[config.mk]
export PLATFORM = sky130hd
export DESIGN_NAME = exc_entry_ctrl
export DESIGN_NICKNAME = d
export VERILOG_FILES = /design/src/rtl/exc_pkg.sv /design/src/rtl/exc_irq_pick.sv /design/src/rtl/exc_pend.sv /design/src/rtl/exc_dump.sv /design/src/rtl/exc_entry_ctrl.sv
export SDC_FILE = /design/constraint.sdc
export NUM_CORES = 1
export LEC_CHECK = 0
export BUFFER_PORTS_ARGS = -buffer_cell sky130_fd_sc_hd__buf_4
export CAP_MARGIN = 20
export CORE_MARGIN = 10
export CORE_UTILIZATION = 32
export DETAILED_ROUTE_END_ITERATION = 7
export SYNTH_ARGS = -nofsm -noshare
export SYNTH_HDL_FRONTEND = slang
export SYNTH_SLANG_ARGS = --single-unit
[constraint.sdc]
create_clock -name clk -period 6.5 [get_ports clk]
set_clock_uncertainty 0.05 [all_clocks]
set_input_delay 0.65 -clock clk [delete_from_list [all_inputs] [get_ports clk]]
set_output_delay 0.65 -clock clk [all_outputs]
set_load 0.05 [all_outputs]
[src/rtl/exc_pkg.sv]
package exc_pkg;
  localparam int unsigned XW        = 32;
  localparam int unsigned CODE_W    = 16;
  localparam logic [XW-1:0] PSW_KEEP  = 32'h000F_F3FF;
  localparam logic [XW-1:0] PSW_RST   = 32'h0000_8000;
  localparam logic [XW-1:0] PC_RST    = 32'hFFFF_FFF0;
  localparam logic [XW-1:0] ECR_RST   = 32'h0000_FFF0;
  localparam logic [XW-1:0] VEC_SEC   = 32'hFFFF_FFD0;
  localparam logic [XW-1:0] VEC_ODD   = 32'hFFFF_FF70;
  localparam logic [XW-1:0] VEC_ALT   = 32'hFFFF_FF60;
  localparam logic [XW-1:0] DUMP_TAG  = 32'hFFFF_0000;
  localparam int unsigned B_NP = 15;
  localparam int unsigned B_EP = 14;
  localparam int unsigned B_AE = 13;
  localparam int unsigned B_ID = 12;
  localparam int unsigned B_IL = 16;
  localparam logic [7:0] IRQ_CLASS = 8'hFE;
  localparam int unsigned DUMP_WORDS = 3;

  function automatic logic [XW-1:0] f_primary_vec(input logic [CODE_W-1:0] code);
    logic [XW-1:0] v;
    v = {16'hFFFF, code[15:4], 4'h0};
    if (v == VEC_ODD) v = VEC_ALT;
    return v;
  endfunction

  function automatic logic [XW-1:0] f_save_pc(input logic [XW-1:0] pc, input logic bump);
    logic [XW-1:0] s;
    s = pc + (bump ? 32'd2 : 32'd0);
    s[0] = 1'b0;
    return s;
  endfunction

  function automatic logic f_is_irq(input logic [CODE_W-1:0] code);
    return code[15:8] == IRQ_CLASS;
  endfunction

  function automatic logic [CODE_W-1:0] f_irq_code(input logic [3:0] lvl);
    return {IRQ_CLASS, lvl, 4'h0};
  endfunction
endpackage

[src/rtl/exc_irq_pick.sv]
module exc_irq_pick #(
  parameter int unsigned LEVELS = 5
) (
  input  logic [LEVELS-1:0] req_i,
  output logic              any_o,
  output logic [3:0]        level_o
);
  always_comb begin
    level_o = 4'd0;
    for (int i = 0; i < LEVELS; i++) begin
      if (req_i[i]) level_o = 4'(i);
    end
  end
  assign any_o = |req_i;
endmodule

[src/rtl/exc_pend.sv]
module exc_pend
  import exc_pkg::*;
(
  input  logic              clk,
  input  logic              rst_n,
  input  logic              freeze_i,
  input  logic              exc_valid_i,
  input  logic [CODE_W-1:0] exc_code_i,
  input  logic              irq_ok_i,
  input  logic [CODE_W-1:0] irq_code_i,
  input  logic              consume_i,
  output logic              pend_v_o,
  output logic [CODE_W-1:0] pend_code_o,
  output logic              irq_take_o
);
  assign irq_take_o = irq_ok_i && !pend_v_o && !exc_valid_i && !freeze_i;

  always_ff @(posedge clk or negedge rst_n) begin
    if (!rst_n) begin
      pend_v_o    <= 1'b0;
      pend_code_o <= '0;
    end else if (!freeze_i) begin
      if (exc_valid_i) begin
        pend_v_o    <= 1'b1;
        pend_code_o <= exc_code_i;
      end else if (consume_i) begin
        pend_v_o    <= 1'b0;
      end else if (irq_take_o) begin
        pend_v_o    <= 1'b1;
        pend_code_o <= irq_code_i;
      end
    end
  end

  // an arriving exception always wins the pending slot over an interrupt
  a_r11_exc_wins: assert property (@(posedge clk) disable iff (!rst_n)
    (exc_valid_i && !freeze_i) |=> (pend_v_o && pend_code_o == $past(exc_code_i)));
endmodule

[src/rtl/exc_dump.sv]
module exc_dump
  import exc_pkg::*;
(
  input  logic          clk,
  input  logic          rst_n,
  input  logic          start_i,
  input  logic [XW-1:0] w0_i,
  input  logic [XW-1:0] w1_i,
  input  logic [XW-1:0] w2_i,
  output logic          wr_o,
  output logic [XW-1:0] addr_o,
  output logic [XW-1:0] data_o
);
  localparam int unsigned IW = $clog2(DUMP_WORDS);
  logic [XW-1:0] words_q [DUMP_WORDS];
  logic [IW-1:0] idx_q;
  logic          act_q;

  always_ff @(posedge clk or negedge rst_n) begin
    if (!rst_n) begin
      act_q <= 1'b0;
      idx_q <= '0;
      for (int i = 0; i < DUMP_WORDS; i++) words_q[i] <= '0;
    end else if (start_i) begin
      act_q      <= 1'b1;
      idx_q      <= '0;
      words_q[0] <= w0_i;
      words_q[1] <= w1_i;
      words_q[2] <= w2_i;
    end else if (act_q) begin
      if (idx_q == IW'(DUMP_WORDS - 1)) act_q <= 1'b0;
      else idx_q <= idx_q + 1'b1;
    end
  end

  assign wr_o   = act_q;
  assign addr_o = XW'({idx_q, 2'b00});
  assign data_o = words_q[idx_q];

  // dump addresses stay inside the three-word window
  a_r5_addr_window: assert property (@(posedge clk) disable iff (!rst_n)
    wr_o |-> (addr_o <= XW'(4 * (DUMP_WORDS - 1))));
endmodule

[src/rtl/exc_entry_ctrl.sv]
module exc_entry_ctrl
  import exc_pkg::*;
#(
  parameter int unsigned IRQ_LEVELS = 5
) (
  input  logic                  clk,
  input  logic                  rst_n,
  input  logic [IRQ_LEVELS-1:0] irq_req_i,
  input  logic                  exc_valid_i,
  input  logic [15:0]           exc_code_i,
  input  logic [31:0]           cur_pc_i,
  input  logic                  halted_i,
  input  logic                  reti_i,
  input  logic                  psw_wr_i,
  input  logic [31:0]           psw_wr_data_i,
  output logic                  redirect_o,
  output logic [31:0]           redirect_pc_o,
  output logic [31:0]           psw_o,
  output logic [31:0]           eipc_o,
  output logic [31:0]           eipsw_o,
  output logic [31:0]           fepc_o,
  output logic [31:0]           fepsw_o,
  output logic [31:0]           ecr_o,
  output logic                  wake_o,
  output logic                  fatal_o,
  output logic                  mem_wr_o,
  output logic [31:0]           mem_addr_o,
  output logic [31:0]           mem_data_o
);
  logic [XW-1:0] psw_q, rpc_q, eipc_q, eipsw_q, fepc_q, fepsw_q, ecr_q;
  logic          fatal_q, redir_q, wake_q;

  logic              irq_any, irq_ok, irq_take;
  logic [3:0]        irq_lvl;
  logic              pend_v;
  logic [CODE_W-1:0] pend_code;

  exc_irq_pick #(.LEVELS(IRQ_LEVELS)) u_pick (
    .req_i(irq_req_i), .any_o(irq_any), .level_o(irq_lvl)
  );

  assign irq_ok = irq_any && !psw_q[B_ID] && !psw_q[B_EP] && !psw_q[B_NP];

  // named entry events
  logic entry_evt, entry_first, entry_second, entry_fatal, restore_evt, is_irq, bump;
  assign entry_evt    = pend_v && !fatal_q;
  assign entry_fatal  = entry_evt && psw_q[B_NP];
  assign entry_second = entry_evt && !psw_q[B_NP] && psw_q[B_EP];
  assign entry_first  = entry_evt && !psw_q[B_NP] && !psw_q[B_EP];
  assign restore_evt  = reti_i && !fatal_q && !entry_evt;
  assign is_irq       = f_is_irq(pend_code);
  assign bump         = is_irq && halted_i;

  exc_pend u_pend (
    .clk(clk), .rst_n(rst_n), .freeze_i(fatal_q),
    .exc_valid_i(exc_valid_i), .exc_code_i(exc_code_i),
    .irq_ok_i(irq_ok), .irq_code_i(f_irq_code(irq_lvl)),
    .consume_i(entry_evt),
    .pend_v_o(pend_v), .pend_code_o(pend_code), .irq_take_o(irq_take)
  );

  exc_dump u_dump (
    .clk(clk), .rst_n(rst_n), .start_i(entry_fatal),
    .w0_i(DUMP_TAG | XW'(pend_code)), .w1_i(psw_q), .w2_i(cur_pc_i),
    .wr_o(mem_wr_o), .addr_o(mem_addr_o), .data_o(mem_data_o)
  );

  logic [XW-1:0] save_pc, psw_entry;
  assign save_pc = f_save_pc(cur_pc_i, bump);

  always_comb begin
    psw_entry = psw_q;
    if (entry_first)  psw_entry[B_EP] = 1'b1;
    if (entry_second) psw_entry[B_NP] = 1'b1;
    if (is_irq)       psw_entry[B_IL +: 4] = pend_code[7:4];
    psw_entry[B_AE] = 1'b0;
    psw_entry[B_ID] = 1'b1;
  end

  always_ff @(posedge clk or negedge rst_n) begin
    if (!rst_n) begin
      psw_q   <= PSW_RST;
      rpc_q   <= PC_RST;
      ecr_q   <= ECR_RST;
      eipc_q  <= '0;
      eipsw_q <= '0;
      fepc_q  <= '0;
      fepsw_q <= '0;
      fatal_q <= 1'b0;
      redir_q <= 1'b0;
      wake_q  <= 1'b0;
    end else begin
      redir_q <= 1'b0;
      wake_q  <= 1'b0;
      if (entry_fatal) begin
        fatal_q <= 1'b1;
      end else if (entry_second) begin
        ecr_q[31:16] <= pend_code;
        fepc_q       <= save_pc;
        fepsw_q      <= psw_q & PSW_KEEP;
        psw_q        <= psw_entry & PSW_KEEP;
        rpc_q        <= VEC_SEC;
        redir_q      <= 1'b1;
        wake_q       <= bump;
      end else if (entry_first) begin
        ecr_q[15:0]  <= pend_code;
        eipc_q       <= save_pc;
        eipsw_q      <= psw_q & PSW_KEEP;
        psw_q        <= psw_entry & PSW_KEEP;
        rpc_q        <= f_primary_vec(pend_code);
        redir_q      <= 1'b1;
        wake_q       <= bump;
      end else if (restore_evt) begin
        rpc_q   <= psw_q[B_NP] ? fepc_q : eipc_q;
        psw_q   <= (psw_q[B_NP] ? fepsw_q : eipsw_q) & PSW_KEEP;
        redir_q <= 1'b1;
      end else if (psw_wr_i && !fatal_q) begin
        psw_q <= psw_wr_data_i & PSW_KEEP;
      end
    end
  end

  assign redirect_o    = redir_q;
  assign redirect_pc_o = rpc_q;
  assign psw_o         = psw_q;
  assign eipc_o        = eipc_q;
  assign eipsw_o       = eipsw_q;
  assign fepc_o        = fepc_q;
  assign fepsw_o       = fepsw_q;
  assign ecr_o         = ecr_q;
  assign wake_o        = wake_q;
  assign fatal_o       = fatal_q;

  // primary entry raises nesting-1 and vectors into the high page
  a_r3_first_level: assert property (@(posedge clk) disable iff (!rst_n)
    entry_first |=> (psw_o[B_EP] && redirect_pc_o[31:16] == 16'hFFFF && redirect_o));
  // secondary entry raises nesting-2 and uses the fixed vector
  a_r4_second_level: assert property (@(posedge clk) disable iff (!rst_n)
    entry_second |=> (psw_o[B_NP] && redirect_pc_o == VEC_SEC));
  // every non-fatal entry masks interrupts and clears AE
  a_r7_entry_flags: assert property (@(posedge clk) disable iff (!rst_n)
    (entry_first || entry_second) |=> (psw_o[B_ID] && !psw_o[B_AE]));
  // fatal stop is permanent and freezes the status word
  a_r5_fatal_sticky: assert property (@(posedge clk) disable iff (!rst_n)
    fatal_o |=> (fatal_o && $stable(psw_o) && !redirect_o));
  // an interrupt is never queued while masked or nested
  a_r2_irq_gate: assert property (@(posedge clk) disable iff (!rst_n)
    irq_take |-> !(psw_o[B_ID] || psw_o[B_EP] || psw_o[B_NP]));
  // saved PCs are even
  a_r9_even_pc: assert property (@(posedge clk) disable iff (!rst_n)
    (!eipc_o[0] && !fepc_o[0]));
  // at most one kind of entry per cycle
  a_r7_one_entry: assert property (@(posedge clk) disable iff (!rst_n)
    $onehot0({entry_first, entry_second, entry_fatal}));
endmodule

## Yosys cells after proc, flatten, opt, wreduce, memory -nomap -nowiden

Cells that the tools add are included.

| storage, ports and cells | value |
|---|---|
| output and inout port bits | 292 |
| logic and storage cells | 109 |
| register bits after elaboration | 298 |

| operators by class | value |
|---|---|
| multiplexer cells | 40 |
| add/subtract/negate cells | 2 |
| bitwise gates (word level) | 5 |
| reductions and logical operators | 37 |
| order comparisons | 1 |
| eq/ne operators | 5 |

Operator list:

| cell | number |
|---|---|
| $mux 32 | 10 |
| $bmux 32 s2 | 1 |
| $mux 16 | 4 |
| $add 32x2->32 | 1 |
| $mux 20 | 1 |
| $mux 1 | 16 |
| $logic_and 1x1->1 | 15 |
| $eq 12x12->1 const B | 1 |
| $mux 2 | 6 |
| $reduce_and 2->1 | 5 |
| $eq 8x8->1 const B | 1 |
| $logic_not 1->1 | 7 |
| $reduce_and 3->1 | 2 |
| $reduce_bool 2->1 | 3 |
| $reduce_bool 3->1 | 2 |
| $reduce_or 5->1 | 1 |
| $mux 4 | 1 |
| $ne 2x2->1 const B | 2 |
| $not 1->1 | 4 |
| $reduce_and 4->1 | 1 |
| $reduce_bool 4->1 | 1 |
| $ge 3x3->1 const B | 1 |
| $mux 3 | 1 |
| $not 2->3 | 1 |
| other kinds (2) | 2 |

## Depth between registers and ports, before layout

Gate-level depths: netlist of run 1.

| logic depth | value |
|---|---|
| word-level depth | 10 |
| gate-level depth with buffers | 10 |
| mapped depth without buffers | 10 |

## By module

Synthesis of run 1 repeated with hierarchy kept, for this count alone.

| unflattened totals | value |
|---|---|
| cell total of the unflattened synthesis | 1283 |
| area total of the unflattened synthesis | 14037.2 µm² |

By module, submodules not included:

| module | cells an instance | area an instance (µm²) | instances | sequential area each (µm²) |
|---|---|---|---|---|
| exc_entry_ctrl | 860 | 8393.0 | 1 | 4605.7 |
| exc_dump | 354 | 4634.4 | 1 | 2477.4 |
| exc_pend | 59 | 955.9 | 1 | 425.4 |
| exc_irq_pick | 10 | 53.8 | 1 | 0.0 |

## Least setup slack after synthesis of run 1

OpenSTA, ideal clock, no wires.

| timing | value |
|---|---|
| path kind | reg2out |
| from | reg u_dump.idx_q[1] |
| to | out mem_data_o[15] |
| slack | 3.271 ns |
| arrival time | 2.529 ns |
| data required time | 5.800 ns |
| cell stages (with the launch flop) | 5 |
| buffers on the path | 2 |
| cells stage by stage | dfrtp_1 clkbuf_1 clkbuf_1 mux2i_1 o21ai_0 |

| between the ends | value |
|---|---|
| longest elaborated chain between the ends | 4 |

RTL lines:

| element | line | RTL |
|---|---|---|
| start: declaration | exc_dump.sv:16 | `logic [IW-1:0] idx_q;` |
| start signal: assignment | exc_dump.sv:32 | `else idx_q <= idx_q + 1'b1;` |
| $not 2->3 (implied by the code) | exc_dump.sv:38 | `assign data_o = words_q[idx_q];` |
| $bmux 32 s2 | exc_dump.sv:38 |  |
| $mux 32 (implied by the code) (2 in a row) | exc_dump.sv:38 |  |
| end: declaration | exc_entry_ctrl.sv:28 | `output logic [31:0] mem_data_o` |

Every way passes these cells. The select of a mux whose other input is x is not followed.

## Worst setup path in the final report of run 1

| timing | value |
|---|---|
| from | reg u_dump.idx_q[1] |
| to | out mem_data_o[16] |

Same word-level chain as after synthesis.

==> impl_results.md, run 1 <==
- Post-CTS Hold Buffers: 0
- Setup repair bufs after CTS: 0
- Num CTS Buffers: 31
- Via density: 4.848
- Io pins: 383
- Area occupied by multi-input gates: 5036 µm²
- Std cell rows: 72
- Setup CP Type: reg -> out
- NumNets Final: 1538
- Cell taking the most area after synthesis: dfrtp_1
- Die area: 47160 µm²
- # resized after CTS: 0
- Final wirelength: 42950 µm
- Combinational share of power: approximately 8%
- Post-Syn Area: about 12000 µm²
- Antenna-violating nets left: 0
- Clk root buf: clkbuf_16
- Hold Path Class: in -> async
- Mean post-synth cell area: 10.57 µm²
- Yosys reg bits: 268
- Post-DP HPWL: 31500 µm
- Hold Fails Final Rpt: 0
- Max-cap violations: 0
- Total Neg Setup Slack: 0 ps
- Initial DRC Count: 520
- Crit start category: register
- FFs w/ async S/R, synth: 100.0%
- Fmax: 312.0 MHz
- Setup violators final: 0
- Design Area, Final: 15840 µm²
- Number of flops mapped to enable cells by yosys: 0
- GP Congestion: 0.8123
- CP max FO: 38
- P_leak: 7.786 nW
- FF-to-FF path depth: 10
- 1st-pass router iterations: 5
- Power Dens Cells: approximately 240 nW/µm²
- Global-route wire length before repair: around 63000 µm
- Overall Global Routing Usage: 17.46%
- Worst slew margin relative to its limit: 27.24%
- Wire per inst: 21.60 µm
- VDD IR max: between 150 and 200 µV
- Fill cells: about 3.8k
- Slew Limit Fails: 0
- Period minus WS final: 3205 ps
- Switching share of total power: between 20% and 30%
- Share of layout cells above drive strength 1: between 30% and 40%
- Initial antenna violation count: 3
- Synth-to-layout area growth: 27.36%
- Sequential Area: 6759 µm²
- Core ar.: 38560 µm²
- Yosys warning total: 0
- Clock Sinks: 268
- Die width: 217.2 µm
- Tightest Pin Transition: 1086 ps
- Unrepaired setup endpoints after global routing: false
- Post-route setup slack: 3295 ps
- Total gr overflow: 0
- Final std cells w/o fill: 1988
- Sequential Power Share: 45.4%
- CP arrival: 2500 ps
- Synth area leaders: dfrtp_1 (46%), mux2_2 (9.1%), dfstp_2 (8.7%), nand2_1 (6.8%), buf_4 (4.8%)
- Clock-pin slew on the worst setup and hold paths: approximately 60 ps
- Placed cell areas: 14780 µm²
- Synth top area share: a little under half
- Psw: 0.9524 mW
- Cell variety after synth: 55
- Worst slack, placed: 3353 ps
- Number of remaining DRC errors: 0
- Starting Density: 32.26%
- Via count: 9637
- Sequential element share of the synthesized area: between 50% and 60%
- Largest net degree at the start of global routing: 178
- Hold_ws: 69.06 ps
- CP endpoint kind: output pin
- CTS tree: done
- Die height: 217.2 µm
- Clk pwr share: between 40 and 50%
- Skew-Pair Late Insertion Delay: roughly 570 ps
- Int Power: 2.854 mW
- Port Buf Inserts: 293
- Tcrit/Tclk final: between 40% and 50%
- Status: finished clean
- Top_reg_cell synth: dfrtp_1
- Clock buffer depth: 3
- # H-tree levels: 1
- Post-Place Cells: 1928
- Vias in the first global route: 9770
- CP required: 5800 ps
- Cells after Synth: ~1.2k
power by group through the flow:
stage | clock network [mW] | registers, mW | logic, mW
6_report | 1.77 | 1.73 | 0.304
2_1_floorplan | 0 | 1.74 | 0.215
3_3_place_gp | 0 | 1.76 | 0.302
4_1_cts | 1.82 | 1.73 | 0.305
3_5_place_dp | 0 | 1.76 | 0.305
5_1_grt | 1.90 | 1.73 | 0.325
flip-flops by register name, indices dropped and copies added (netlist names), 2 cells and up:
name,count
eipc_o,31
u_pend.pend_code_o,16
fepsw_o,18
redirect_pc_o,31
psw_o,18
eipsw_o,18
u_dump.words_q,67
fepc_o,31
u_dump.idx_q,2
ecr_o,32
metrics by stage:
step                      power [mW]  utilization, %
after floorplan                1.956               -
after global placement         2.057           38.32
after detailed placement       2.061           38.32
after CTS                      3.848           41.01
after global routing           3.956           41.09
final                          3.806           41.09
synth_stat cells, types with 5 or more instances:
cell	count
dfrtp_1	227
buf_6	5
o21ai_0	94
xnor2_1	8
buf_4	79
nand3_1	12
nor2_1	41
nor3_1	6
nand4_1	12
nand2b_1	5
mux2i_1	38
a22oi_1	16
nand2_1	224
clkbuf_1	24
a21oi_1	67
buf_2	37
nor2b_1	5
o211ai_1	5
dfstp_2	41
xor2_1	22
a22o_1	6
o21ai_1	30
and2_1	5
and3_1	12
mux2_2	101
o22a_1	7
cell type report:
| type | count | share of cell area, % |
|---|---|---|
| antenna | 3 | 0.04739 |
| clock buffer | 48 | 5.805 |
| clock inverter | 8 | 0.7503 |
| inverter | 4 | 0.09478 |
| multi-input combinational | 832 | 31.79 |
| sequential | 268 | 42.67 |
| tap | 518 | 4.091 |
| timing repair buffer | 307 | 14.75 |
cells in the final DEF (no fill, tap or decap), drive strengths merged, types with 2 or more instances in the layout:
cell type  Yosys  routed
buf          123     307
dfrtp        227     227
nand2        225     225
o21ai        126     126
mux2         101     101
conb           1      75
a21oi         67      67
clkbuf        24      48
nor2          43      43
dfstp         41      41
mux2i         38      38
xor2          22      22
a22oi         16      16
nand4         14      14
nand3         12      12
and3          12      12
xnor2          8       8
nor3           8       8
o22a           7       7
a22o           6       6
and2           6       6
nand2b         6       6
o211ai         5       5
nor2b          5       5
clkinv         0       5
inv            4       4
a211o          4       4
o221a          4       4
o22ai          4       4
diode          0       3
ha             3       3
bufinv         0       3
nor4           3       3
a221oi         2       2
o221ai         2       2
logic make-up after synthesis:
group,synth area share [%]
AND/OR/NAND/NOR,12.04
flip-flops,54.33
AO/OA/AOI/OAI,11.37
buffers and inverters,7.615
multiplexers,12.20
XOR/XNOR,2.112
adder cells (fa/ha/maj),0.3018
other,0.03015
metal layers:
metal,wire length (µm),track usage (%)
met2,20510,28.62
met1,17790,21.69
met4,1527,6.688
met5,0,0
met3,3130,4.466
critical path, cell delays in order, from the launching register on:
cell     delay [ps]
dfrtp_2         980
nor2_1          190
buf_4           270
nand2_1         160
o21ai_0         100
buf_4           220
path summary, 6_finish.rpt:
path / startpoint / slack, ps / end
worst max-delay path: u_dump.idx_q[1] / 3300 / mem_data_o[16]
worst min-delay path: rst_n / 70 / eipc_o[29]
worst max register to register: u_pend.pend_code_o[11] / 3330 / fepc_o[31]
worst min register to register: ecr_o[4] / 410 / ecr_o[4]
max in group asynchronous: rst_n / 4890 / ecr_o[18]
min in group clk: exc_code_i[8] / 260 / u_pend.pend_code_o[8]
Note: power is estimated with default switching activity, not from simulation.
==> run 2, diff against run 1 <==
==> constraint.sdc (replaced) <==
create_clock -name clk -period 2.8 [get_ports clk]
set_clock_uncertainty 0.05 [all_clocks]
set_input_delay 0.28 -clock clk [delete_from_list [all_inputs] [get_ports clk]]
set_output_delay 0.28 -clock clk [all_outputs]
set_load 0.05 [all_outputs]
==> run 2 against run 1 <==
Global-route usage grew 0.44 points. Combinational power rose to 2.8 times the previous value. First-iteration DRC count up 12%. Hold slack got worse by 42 ps. Largest power group unchanged. Clock power is 140% higher. Routed wire length grew 2.0%. Sequential cell count did not move.
==> impl_results.md, run 2 (synthesized netlist as in run 1, its figures left out) <==
- Initial DRC Count: 583 (was 520)
- Register with the most flip-flops: u_dump.words_q (unchanged)
- Total power: 9.145 mW (was 3.806 mW)
- Final wirelength: 43810 µm (was 42950 µm)
- Most common cell after layout, fill and taps aside: buf_4 (unchanged)
- Total Neg Setup Slack: 0 ps (unchanged)
- Antenna-violating nets left: 0 (unchanged)
- Max-cap violations: 0 (unchanged)
- Starting Density: 32.26% (unchanged)
- Max reg flops: 67 (unchanged)
- Overall Global Routing Usage: 17.89% (was 17.46%)
- Worst slew margin relative to its limit: 41.02% (was 27.24%)
- Commonest non-fill, non-tap cells in the layout: buf_4 (320), dfrtp_1 (226), nand2_1 (222) (was buf_4 (304), dfrtp_1 (226), nand2_1 (222))
- Largest net degree at the start of global routing: 93 (was 178)
- Vias in the first global route: 10.34k (was 9770)
- Setup violators final: 0 (unchanged)
- Wire per inst: 21.12 µm (was 21.60 µm)
- Initial antenna violation count: 2 (was 3)
- Via density: 4.790 (was 4.848)
- VDD IR max: 437.1 µV (was 180.4 µV)
- Post-DP HPWL: 32350 µm (was 31500 µm)
- Via count: 9934 (was 9637)
- CP max FO: 9 (was 38)
- Status: finished clean (unchanged)
- Unrepaired setup endpoints after global routing: false (unchanged)
- FF-to-FF path depth: 10 (unchanged)
- CTS tree: done (unchanged)
- Tightest Pin Transition: 877.1 ps (was 1086 ps)
- Crit start category: register (unchanged)
- Setup CP Type: reg -> reg (was reg -> out)
- Die area: 47160 µm² (unchanged)
- Hold Path Class: in -> reg (was in -> async)
- Number of remaining DRC errors: 0 (unchanged)
- Total gr overflow: 0 (unchanged)
- Final Core Density: 43.50% (was 41.09%)
- Die width: 217.2 µm (unchanged)
- Clock-pin slew on the worst setup and hold paths: 60 ps (about the same)
- Clock buffer depth: 3 (unchanged)
- Slew Limit Fails: 0 (unchanged)
- Core ar.: 38560 µm² (unchanged)
- P_leak: 8.223 nW (was 7.786 nW)
- FF-to-FF End: eipc_o[28] (was fepc_o[31])
- CP required: 3200 ps (was 5800 ps)
- Period minus WS final: 2572 ps
- Reg2Reg Setup Slack: 230 ps (was 3330 ps)
- CP endpoint kind: register (was output pin)
- Skew-Pair Late Insertion Delay: 580 ps (was 570 ps)
- CP arrival: 2970 ps (was 2500 ps)
- Tcrit/Tclk final: 91.86%
- Global-route wire length before repair: 66230 µm (was 63340 µm)
- Critical R2R Launch: u_pend.pend_code_o[15] (was u_pend.pend_code_o[11])
- Clock Sinks: 268 (unchanged)
- Io pins: 383 (unchanged)
- Clk root buf: clkbuf_16 (unchanged)
- Die height: 217.2 µm (unchanged)
- NumNets Final: 1624 (was 1538)
- Port Buf Inserts: 293 (unchanged)
- Hold Fails Final Rpt: 0 (unchanged)
- # H-tree levels: 1 (unchanged)
- Min-delay src: reti_i
- WHS Endpoint: psw_o[13]
- GP Congestion: 0.8244 (was 0.8123)
- Cells on Worst Hold Path: 5
- Power Dens Cells: 545.2 nW/µm² (was 240.3 nW/µm²)
- Fmax: about 390 MHz
- 1st-pass router iterations: 5 (unchanged)
- Share of layout cells above drive strength 1: 35.18% (was 35.38%)
- Synth-to-layout area growth: 34.85% (was 27.36%)
- Num CTS Buffers: 31 (unchanged)
- Std cell rows: 72 (unchanged)
## run 2: per-stage QoR
step / hold slack [ps] / area, µm² / worst slack [ps] / instances
6_report: 26.77 / 16770 / 227.9 / 2074
4_1_cts: 8.478 / 16750 / 63.11 / 2073
5_1_grt: 35.08 / 16770 / 28.18 / 2073
3_5_place_dp: 303.0 / 15000 / 77.03 / 1949
2_1_floorplan: -65.59 / 12720 / 271.8 / 1251
3_3_place_gp: 297.7 / 15000 / 147.7 / 1949
## run 2: layout make-up
class,instances,area [µm²]
antenna,1,2.502
clock buffer,44,904.6
clock inverter,14,190.2
fill,3683,21780
inverter,4,15.01
multi-input combinational,832,5055
sequential,268,6759
tap,518,648.1
timing repair buffer,393,3198
## run 2: critical path, stage by stage (launching register included)
cell     delay [ps]
dfrtp_1         350
nand4_1         140
nor3_2          240
buf_4           160
and2_1          130
ha_1            190
and4_1          240
and2_1          420
nand4_1         170
xor2_1          250
o21ai_1         100
## run 2: worst max path at each step
| stage | start | slack [ps] | endpoint | cells past startpoint |
|---|---|---|---|---|
| 3_3_place_gp | u_pend.pend_code_o[14] | 150 | eipc_o[31] | 11 |
| 5_1_grt | u_pend.pend_code_o[15] | 30 | eipc_o[28] | 10 |
| 3_5_place_dp | u_pend.pend_code_o[15] | 80 | eipc_o[31] | 11 |
| 4_1_cts | u_pend.pend_code_o[15] | 60 | eipc_o[31] | 11 |
| 2_1_floorplan | u_dump.idx_q[1] | 270 | mem_data_o[30] | 4 |
| 6_report | u_pend.pend_code_o[15] | 230 | eipc_o[28] | 10 |
## run 2: metal layers
layer,wire length (µm),GRT usage [%],vias up
li1,-,-,4646
met1,19040,23.47,4890
met2,20360,28.30,332
met3,2935,4.119,66
met4,1483,6.665,0
met5,0,0,-
## run 2: repair_timing
| action | in CTS | in global routing |
|---|---|---|
| hold buffers | 66 | 0 |
| endpoints found under the setup margin | 0 | 23 |
| setup buffers | 0 | 0 |
| endpoints found under the hold margin | 152 | 0 |
| gates resized for setup | 0 | 3 |
## run 2: where the power goes
| part | internal (mW) | total [mW] | switching, mW | leakage (nW) |
|---|---|---|---|---|
| Clock | 2.62 | 4.31 | 1.69 | 0.539 |
| Combinational | 0.261 | 0.848 | 0.588 | 4.57 |
| Sequential | 3.93 | 3.99 | 0.0530 | 3.11 |
| Total | 6.81 | 9.14 | 2.33 | 8.22 |
==> run 3, diff against run 2 <==
==> constraint.sdc (replaced) <==
create_clock -name clk -period 2.8 [get_ports clk]
set_clock_uncertainty 0.05 [all_clocks]
set_input_delay 0.28 -clock clk [delete_from_list [all_inputs] [get_ports clk]]
set_output_delay 0.28 -clock clk [all_outputs]
set_load 0.005 [all_outputs]
==> run 3 against run 2 <==
Maximum frequency shrank 1.2%. Sequential cell count is the same. Largest power group unchanged. Critical endpoint is now u_pend.pend_code_o[5]. Register-to-register slack lost 30 ps. Die area is the same. Core utilization shrank 0.10 points. Critical path type unchanged. Cell area shrank 0.23%. Clock power shrank 5.3%.
==> impl_results.md, run 3 (synthesized netlist as in run 1, its figures left out) <==
- Status: finished clean (unchanged)
- Max-cap violations: 0 (unchanged)
- Setup CP Type: reg -> reg (unchanged)
- Most common cell after layout, fill and taps aside: buf_4 (unchanged)
- Num CTS Buffers: 30 (was 31)
- Psw: 1.972 mW (was 2.333 mW)
- Setup repair bufs after CTS: 0 (unchanged)
- Std cell rows: 72 (unchanged)
- Synth-to-layout area growth: 34.53% (was 34.85%)
- Via density: 4.847 (was 4.790)
- Number of remaining DRC errors: 0 (unchanged)
- 1st-pass router iterations: 5 (unchanged)
- Cells on Worst Hold Path: 3 (was 5)
- FF-to-FF End: u_pend.pend_code_o[5] (was eipc_o[28])
- Overall Global Routing Usage: 17.90% (was 17.89%)
- CP endpoint kind: register (unchanged)
- Worst Setup EP: u_pend.pend_code_o[5] (was eipc_o[28])
- CP required: 3210 ps (was 3200 ps)
- GP Congestion: 0.8301 (was 0.8244)
- Clock buffer depth: 3 (unchanged)
- Global-route wire length before repair: 65990 µm (was 66230 µm)
- Register with the most flip-flops: u_dump.words_q (unchanged)
- Clk pwr share: 47.3% (was 47.1%)
- Wire per inst: 21.27 µm (was 21.12 µm)
- CP arrival: 3010 ps (was 2970 ps)
- Critical R2R Launch: u_dump.words_q[80] (was u_pend.pend_code_o[15])
- Die area: 47160 µm² (unchanged)
- Total Neg Setup Slack: 0 ps (unchanged)
- Die height: 217.2 µm (unchanged)
- Sequential Power Share: 46.3% (was 43.6%)
- Int Power: 6.650 mW (was 6.812 mW)
- Via count: 10.05k (was 9934)
- Slew Limit Fails: 0 (unchanged)
- Worst slew margin relative to its limit: 46.21% (was 41.02%)
- Unrepaired setup endpoints after global routing: false (unchanged)
- Core ar.: 38560 µm² (unchanged)
- Clk root buf: clkbuf_16 (unchanged)
- CP max stage delay: 600 ps (was 420 ps)
- Critical-path top delay cell: dlygate4sd3_1 (was and2_1)
- Levels on crit path: 7 (was 10)
- FF-to-FF path depth: 7 (was 10)
- # H-tree levels: 1 (unchanged)
- Crit start category: register (unchanged)
- Switching share of total power: 22.87% (was 25.51%)
- Clock-pin slew on the worst setup and hold paths: 60 ps (about the same)
- VDD IR max: 425.2 µV (was 437.1 µV)
- Share of layout cells above drive strength 1: 34.71% (was 35.18%)
- Total gr overflow: 0 (unchanged)
- CP cell instances: buf_4 > nor2_2 > nand2_1 > o21a_1 > a221oi_1 > dlygate4sd3_1 > nor2_1 (was nand4_1 > nor3_2 > buf_4 > and2_1 > ha_1 > and4_1 > and2_1 > nand4_1 > xor2_1 > o21ai_1)
- Placed cell areas: 15040 µm² (was 15000 µm²)
- Tcrit/Tclk final: 92.97% (was 91.86%)
- CTS tree: done (unchanged)
- Tightest Pin Transition: 802.5 ps (was 877.1 ps)
- Clock Sinks: 268 (unchanged)
- Vias in the first global route: 10.46k (was 10.34k)
- Max reg flops: 67 (unchanged)
- Die width: 217.2 µm (unchanged)
- Commonest non-fill, non-tap cells in the layout: buf_4 (313), dfrtp_1 (226), nand2_1 (222) (was buf_4 (320), dfrtp_1 (226), nand2_1 (222))
- CP max FO: 10 (was 9)
- Hold_ws: 29.25 ps (was 26.77 ps)
- Hold Path Class: in -> reg (unchanged)
- Post-DP HPWL: 32460 µm (was 32350 µm)
- Design Area, Final: 16730 µm² (was 16770 µm²)
- Initial DRC Count: 566 (was 583)
- Worst path bufs/invs: 2 (was 1)
- Antenna-violating nets left: 0 (unchanged)
- Starting Density: 32.26% (unchanged)
- Io pins: 383 (unchanged)
- P_leak: 8.179 nW (was 8.223 nW)
- Period minus WS final: 2603 ps (was 2572 ps)
- Initial antenna violation count: 4 (was 2)
- Skew-Pair Late Insertion Delay: 570 ps (was 580 ps)
- Fmax: 384.2 MHz (was 388.8 MHz)
- Post-Place Cells: 1947 (was 1949)
- Final std cells w/o fill: 2073 (was 2074)
- Hold Fails Final Rpt: 0 (unchanged)
- NumNets Final: 1620 (was 1624)
- Final wirelength: 44100 µm (was 43810 µm)
- Port Buf Inserts: 293 (unchanged)
- Setup violators final: 0 (unchanged)
- Largest net degree at the start of global routing: 82 (was 93)
- Power Dens Cells: 515.2 nW/µm² (was 545.2 nW/µm²)
- Top delay family on crit path: buffers and inverters (was simple AND/OR/NAND/NOR gates)
- Combinational share of power: 6.5% (was 9.3%)
- Crit. Startpoint: u_dump.words_q[80] (was u_pend.pend_code_o[15])
- Reg2Reg Setup Slack: 200 ps (was 230 ps)
[run 3: cell types whose count changed in the layout (fill, tap and decap cells not counted), moves of 4 or more]
cell and change:
o21ai_0 +15, clkbuf_1 +4, o21ai_1 -15, diode_2 +4, buf_12 +5, buf_4 -7
[run 3: worst min path at each step]
stage	startpoint	end
after CTS	psw_wr_data_i[15]	psw_o[15]
final	psw_wr_data_i[15]	psw_o[15]
after floorplan	rst_n	ecr_o[0]
after global placement	rst_n	eipc_o[24]
after detailed placement	rst_n	eipc_o[24]
after global routing	cur_pc_i[8]	u_dump.words_q[8]
[run 3: power by group through the flow]
| stage | clock (mW) | combinational (mW) | sequential (mW) |
|---|---|---|---|
| 2_1_floorplan | 0 | 0.214 | 4.04 |
| 3_3_place_gp | 0 | 0.471 | 4.05 |
| 3_5_place_dp | 0 | 0.474 | 4.05 |
| 4_1_cts | 4.14 | 0.556 | 3.99 |
| 5_1_grt | 4.31 | 0.611 | 3.99 |
| 6_report | 4.08 | 0.559 | 3.99 |
[run 3: layout make-up]
type,instances,area [µm²]
fill,3718,21820
sequential,268,6759
multi-input combinational,832,5041
timing repair buffer,390,3236
clock buffer,46,892.1
tap,518,648.1
clock inverter,10,130.1
inverter,4,15.01
antenna,5,12.51
[run 3: metal layers]
layer	wire, µm	track usage (%)	part of all wire, %
met1	18280	22.02	41
met4	1802	7.527	4.1
met2	20770	29.32	47
met3	3230	4.591	7.3
met5	13	0	0.029
[run 3: tightest hold or removal path, stage by stage]
cell and delay, ps:
buf_4 80, a21oi_1 50, o221ai_1 170
[run 3: stage by stage]
step	utilization [%]	power (mW)	worst slack (ps)
6_report	43.40	8.621	196.9
5_1_grt	43.39	8.912	4.976
4_1_cts	43.35	8.685	93.37
3_5_place_dp	39.02	4.528	140.7
3_3_place_gp	39.02	4.522	232.1
2_1_floorplan	-	4.250	587.9
[run 3: timing repair]
action | 4_1_cts | 5_1_grt
endpoints found under the setup margin | 0 | 39
hold buffers | 65 | 0
resized for setup | 0 | 1
endpoints found under the hold margin | 127 | 0
